## config.mk

```make
export PLATFORM = sky130hd
export DESIGN_NAME = pbus_cmd_master
export DESIGN_NICKNAME = d
export VERILOG_FILES = /design/src/rtl/pbm_pkg.sv /design/src/rtl/pbm_ctrl.sv /design/src/rtl/pbm_dp.sv /design/src/rtl/pbus_cmd_master.sv
export SDC_FILE = /design/constraint.sdc
export NUM_CORES = 1
export LEC_CHECK = 0
export BUFFER_PORTS_ARGS = -buffer_cell sky130_fd_sc_hd__buf_2
export CAP_MARGIN = 10
export CORE_ASPECT_RATIO = 0.7
export CORE_MARGIN = 3
export CORE_UTILIZATION = 53
export CTS_CLUSTER_DIAMETER = 100
export DETAILED_ROUTE_END_ITERATION = 8
export HOLD_SLACK_MARGIN = 0.03
export PLACE_DENSITY = 0.95
export REMOVE_ABC_BUFFERS = 1
export SYNTH_ARGS = -nofsm -noshare
export SYNTH_HDL_FRONTEND = slang
export SYNTH_SLANG_ARGS = --single-unit
```

## constraint.sdc

```tcl
create_clock -name clk -period 2.55 [get_ports clk]
set_input_delay 0.1275 -clock clk [delete_from_list [all_inputs] [get_ports clk]]
set_output_delay 0.1275 -clock clk [all_outputs]
set_load 0.02 [all_outputs]
```

## src/rtl/pbm_pkg.sv

```systemverilog
package pbm_pkg;

  typedef enum logic [2:0] {
    S_IDLE,
    S_TURN,
    S_SETUP,
    S_STROBE,
    S_HOLD,
    S_GAP
  } pbmState_t;

  // strobes from the sequencer to the bus datapath
  typedef struct packed {
    logic load;     // latch the accepted operation word
    logic capture;  // sample the bus into the response register
    logic driveEn;  // enable the bus drivers
    logic csOn;     // chip select asserted
    logic wrOn;     // write strobe asserted
    logic rdOn;     // read strobe asserted
  } pbmCtl_t;

endpackage

```

## src/rtl/pbm_ctrl.sv

```systemverilog
module pbm_ctrl
  import pbm_pkg::*;
#(
  parameter int SETUP_CYC = 2,
  parameter int PULSE_CYC = 3,
  parameter int HOLD_CYC  = 1
) (
  input  logic    clk,
  input  logic    rstN,
  input  logic    opValid,
  input  logic    opRead,
  input  logic    opLast,
  output logic    opReady,
  output pbmCtl_t ctl
);

  localparam int MAXA = (SETUP_CYC > PULSE_CYC) ? SETUP_CYC : PULSE_CYC;
  localparam int MAXC = (MAXA > HOLD_CYC) ? MAXA : HOLD_CYC;
  localparam int CW   = (MAXC < 2) ? 1 : $clog2(MAXC);

  pbmState_t     state;
  logic [CW-1:0] cnt;
  logic          curRead;
  logic          curLast;
  logic          accept;

  assign opReady = (state == S_IDLE) || (state == S_GAP);
  assign accept  = opValid && opReady;

  always_ff @(posedge clk or negedge rstN) begin
    if (!rstN) begin
      state   <= S_IDLE;
      cnt     <= '0;
      curRead <= 1'b0;
      curLast <= 1'b0;
    end else begin
      case (state)
        S_IDLE, S_GAP: begin
          if (accept) begin
            curRead <= opRead;
            curLast <= opLast;
            cnt     <= '0;
            // a direction change inside a sequence costs one released cycle
            state   <= (state == S_GAP && opRead != curRead) ? S_TURN : S_SETUP;
          end
        end
        S_TURN: state <= S_SETUP;
        S_SETUP: begin
          if (cnt == CW'(SETUP_CYC - 1)) begin
            cnt   <= '0;
            state <= S_STROBE;
          end else cnt <= cnt + CW'(1);
        end
        S_STROBE: begin
          if (cnt == CW'(PULSE_CYC - 1)) begin
            cnt   <= '0;
            state <= S_HOLD;
          end else cnt <= cnt + CW'(1);
        end
        S_HOLD: begin
          if (cnt == CW'(HOLD_CYC - 1)) begin
            cnt   <= '0;
            state <= curLast ? S_IDLE : S_GAP;
          end else cnt <= cnt + CW'(1);
        end
        default: state <= S_IDLE;
      endcase
    end
  end

  always_comb begin
    ctl.load    = accept;
    ctl.csOn    = (state != S_IDLE);
    ctl.wrOn    = (state == S_STROBE) && !curRead;
    ctl.rdOn    = (state == S_STROBE) && curRead;
    ctl.driveEn = !curRead &&
                  ((state == S_SETUP) || (state == S_STROBE) || (state == S_HOLD));
    ctl.capture = (state == S_STROBE) && curRead && (cnt == CW'(PULSE_CYC - 1));
  end

endmodule

```

## src/rtl/pbm_dp.sv

```systemverilog
module pbm_dp
  import pbm_pkg::*;
#(
  parameter int DW        = 18,
  parameter bit CS_LOW    = 1'b1,
  parameter bit STB_LOW   = 1'b1
) (
  input  logic          clk,
  input  logic          rstN,
  input  logic [DW:0]   opWord,
  input  pbmCtl_t       ctl,
  input  logic [DW-1:0] dbIn,
  output logic          csOut,
  output logic          rsOut,
  output logic          wrOut,
  output logic          rdOut,
  output logic [DW-1:0] dbOut,
  output logic          dbOe,
  output logic [DW-1:0] rspData,
  output logic          rspValid
);

  logic          rsReg;
  logic [DW-1:0] dataReg;

  always_ff @(posedge clk or negedge rstN) begin
    if (!rstN) begin
      rsReg    <= 1'b0;
      dataReg  <= '0;
      rspData  <= '0;
      rspValid <= 1'b0;
    end else begin
      if (ctl.load) begin
        rsReg   <= opWord[DW];
        dataReg <= opWord[DW-1:0];
      end
      if (ctl.capture) rspData <= dbIn;
      rspValid <= ctl.capture;
    end
  end

  assign csOut = CS_LOW  ? ~ctl.csOn : ctl.csOn;
  assign wrOut = STB_LOW ? ~ctl.wrOn : ctl.wrOn;
  assign rdOut = STB_LOW ? ~ctl.rdOn : ctl.rdOn;
  assign rsOut = rsReg;
  assign dbOe  = ctl.driveEn;
  assign dbOut = ctl.driveEn ? dataReg : '0;

endmodule

```

## src/rtl/pbus_cmd_master.sv

```systemverilog
module pbus_cmd_master
  import pbm_pkg::*;
#(
  parameter int DW          = 18,
  parameter int SETUP_CYC   = 2,
  parameter int PULSE_CYC   = 3,
  parameter int HOLD_CYC    = 1,
  parameter bit CS_ACT_LOW  = 1'b1,
  parameter bit STB_ACT_LOW = 1'b1
) (
  input  logic          clk,
  input  logic          rstN,
  input  logic          opValid,
  output logic          opReady,
  input  logic [DW:0]   opWord,
  input  logic          opRead,
  input  logic          opLast,
  output logic          rspValid,
  output logic [DW-1:0] rspData,
  output logic          csOut,
  output logic          rsOut,
  output logic          wrOut,
  output logic          rdOut,
  output logic [DW-1:0] dbOut,
  output logic          dbOe,
  input  logic [DW-1:0] dbIn
);

  pbmCtl_t ctl;

  pbm_ctrl #(
    .SETUP_CYC(SETUP_CYC),
    .PULSE_CYC(PULSE_CYC),
    .HOLD_CYC (HOLD_CYC)
  ) u_ctrl (
    .clk    (clk),
    .rstN   (rstN),
    .opValid(opValid),
    .opRead (opRead),
    .opLast (opLast),
    .opReady(opReady),
    .ctl    (ctl)
  );

  pbm_dp #(
    .DW     (DW),
    .CS_LOW (CS_ACT_LOW),
    .STB_LOW(STB_ACT_LOW)
  ) u_dp (
    .clk     (clk),
    .rstN    (rstN),
    .opWord  (opWord),
    .ctl     (ctl),
    .dbIn    (dbIn),
    .csOut   (csOut),
    .rsOut   (rsOut),
    .wrOut   (wrOut),
    .rdOut   (rdOut),
    .dbOut   (dbOut),
    .dbOe    (dbOe),
    .rspData (rspData),
    .rspValid(rspValid)
  );

endmodule

```

==> metrics.txt <==
outcome finished clean; floorplan core area 0.00402 mm2; number of global-route vias before repair 1526; Internal Power 2.24 mW; Initial DRC Count 62; YS warnings 0; CP Launch Type register; Die X 84 um; CP cell instances or3b_4, a21oi_4, and2_1, buf_2; initial antenna violation count 0; WS Path Type register to primary output; worst slew pin tran 0.954 ns; # resized after CTS 0; crit-path max cell delay 0.60 ns; setup slack after layout 0.282 ns; Clock power frac 15.0%; Logic pwr share 49.1%; Seq cells post-synth 45; Final Setup Violations 0; met1 Usage GRT 23.6%; synthesized area 0.00226 mm2; CTS Buffer Depth 2; drt pass-1 iters 4; CTS Buf Count 5; later-pin clock latency in the skew report 0.29 ns; crit path DAT 2.14 ns; register area 0.00113 mm2; multi-input logic area 0.00104 mm2; DRC 0; post-synth cell types 35; GP Congestion 0.891; max-slew violation count 0; Die ar. 0.00509 mm2; final hold violations 0; post-synthesis sequential area ratio 49.9%; GR Util met3 5.83%; most frequent cells in the layout buf_2 (84), dfrtp_1 (45), mux2_4 (29), and2_1 (19), mux2_2 (10); CP required 2.42 ns; Cells after Synth 163; Max Clock Skew 0.00373 ns; nets 295; Max-Cap Viols 0; PwrDens 1310 mW/mm2; Max-slew headroom 36.4%; Total Wirelength 4.30 mm; vias per cell 5.03; first-pass GRT wire length 7.00 mm; total clock sinks 45; DR WL/cell 14.3 um; Hold Crit Class primary input to register; grt peak-use layer met2; Synth top area share 49.9%; Crit. End Element primary output; upper clock frequency limit 441 MHz; maximum number of pins on one net before global-route repair 46; setup TNS 0 ns; Std-Cell Rows 19; Setup WS pre-CTS 0.597 ns; total congestion overflow after global routing 0; Reg power frac 35.9%; met2 Use GR 27.6%; leakage 1.44 nW; switching share of total power 38.5%; worst-path fanout max 19; Antenna diodes 0; Tot GR Track Use 17.9%; fraction of layout cells with a size suffix above 1 55.2%; Filler cells 306; H-Tree Depth 2; crit path buf inv count 1; Psw 1.40 mW; Max IR drop VDD 0.000729 V; top post-synthesis cells by area dfrtp_1 (50%), mux2_4 (19%), and2_1 (5.3%); Mapped Avg Cell Area 13.8 um2; Tmin final 2.27 ns; Post-DP HPWL 3.11 mm; clk slew on worst S/H paths 0.08 ns; final period utilization 88.9%; starting density of the core 56.2%; CTS tree built; setup slack, reg-to-reg 0.66 ns; Synth area leader dfrtp_1; Root Buffer clkbuf_8; unrepaired setup endpoints after global routing false; Crit path max-delay family simple AND/OR/NAND/NOR gates; Die Y 60.6 um; Area Overhead vs Synth 23.6%; Post-DRT Antenna Nets 0; via count 1510; Ports 85; input/output buffers 84; crit path max-delay cell type dfrtp_1; commonest non-fill, non-tap cell in the layout buf_2
layer usage:
metal / part of all wire, % / wire length, um
met1: 46 / 1990
met3: 9.5 / 410
met5: 0 / 0
met4: 1.3 / 54
met2: 43 / 1840
kinds of logic after synthesis:
| logic type | after synthesis | share of synthesized area, % |
|---|---|---|
| multiplexers | 40 | 24.7 |
| XOR/XNOR | 2 | 1.11 |
| AND/OR/NAND/NOR | 41 | 11.4 |
| adder cells (fa/ha/maj) | 6 | 3.33 |
| buffers and inverters | 12 | 4.21 |
| AO/OA/AOI/OAI | 17 | 5.32 |
| flip-flops | 45 | 49.9 |
synth_stat cells:
cell	n
a211o_1	1
a211oi_1	1
a21o_1	2
a21oi_1	4
a21oi_4	1
a221oi_1	1
and2_1	19
and2_4	1
and2b_1	1
and2b_4	1
buf_2	1
buf_4	1
buf_6	6
dfrtp_1	45
ha_1	6
inv_1	4
mux2_2	10
mux2_4	29
mux2i_1	1
nand2_1	4
nand2b_1	2
nand3_1	2
nand3_4	1
nand3b_1	1
nor2_1	3
nor2_2	1
nor2b_1	1
nor3_1	3
o21ai_0	3
o22ai_1	2
o31ai_1	1
o32ai_1	1
or3b_4	1
xnor2_1	1
xor2_2	1
power groups by stage:
stage	Combinational [mW]	Clock (mW)	Sequential, mW
after floorplan	1.09	0	1.47
final	1.79	0.546	1.31
after global placement	1.75	0	1.30
after CTS	1.81	0.563	1.31
after detailed placement	1.80	0	1.32
after global routing	1.94	0.587	1.36
through the flow:
stage | cell area [um2] | power, mW | hold slack, ns | cells | utilization, %
after floorplan | 2180 | 2.56 | -0.168 | 155 | -
after global placement | 2660 | 3.05 | 0.327 | 291 | 66.3
after detailed placement | 2660 | 3.12 | 0.330 | 291 | 66.3
after CTS | 2790 | 3.68 | 0.0445 | 300 | 69.4
after global routing | 2790 | 3.89 | 0.0469 | 300 | 69.4
final | 2790 | 3.64 | 0.0562 | 300 | 69.4
registers in the layout (all words and copies together) (netlist names):
| name | flops |
|---|---|
| u_dp.rspData | 18 |
| u_ctrl.curLast | 1 |
| u_ctrl.state | 3 |
| u_ctrl.cnt | 2 |
| u_dp.rspValid | 1 |
| u_dp.rsOut | 1 |
| u_ctrl.curRead | 1 |
| u_dp.dataReg | 18 |
worst paths after layout:
check                                                  start                            to  cells after the start
worst min register to register  u_dp.dataReg[16]$_DFFE_PN0P_  u_dp.dataReg[16]$_DFFE_PN0P_                      1
worst min-delay path                                dbIn[11]  u_dp.rspData[11]$_DFFE_PN0P_                      2
worst max-delay path             u_ctrl.state[0]$_DFFE_PN0P_                     dbOut[17]                      4
worst max register to register   u_ctrl.state[0]$_DFFE_PN0P_        u_dp.rsOut$_DFFE_PN0P_                      4
max in group asynchronous                               rstN   u_ctrl.state[1]$_DFFE_PN0P_                      2
min in group asynchronous                               rstN  u_dp.dataReg[14]$_DFFE_PN0P_                      2
repair_timing:
item	CTS	global route
hold buffers	1	0
setup buffers	0	0
hold endpoints to repair	45	0
final cells by class:
type                    instances  area share (%)
clock buffers                   7            3.10
clock inverters                 1            1.08
inverters                       4           0.538
multi-input cells             106            37.1
flip-flops and latches         45            40.4
well taps                      52            2.33
repair buffers                 85            15.4
Note: power is estimated with default switching activity, not from simulation.
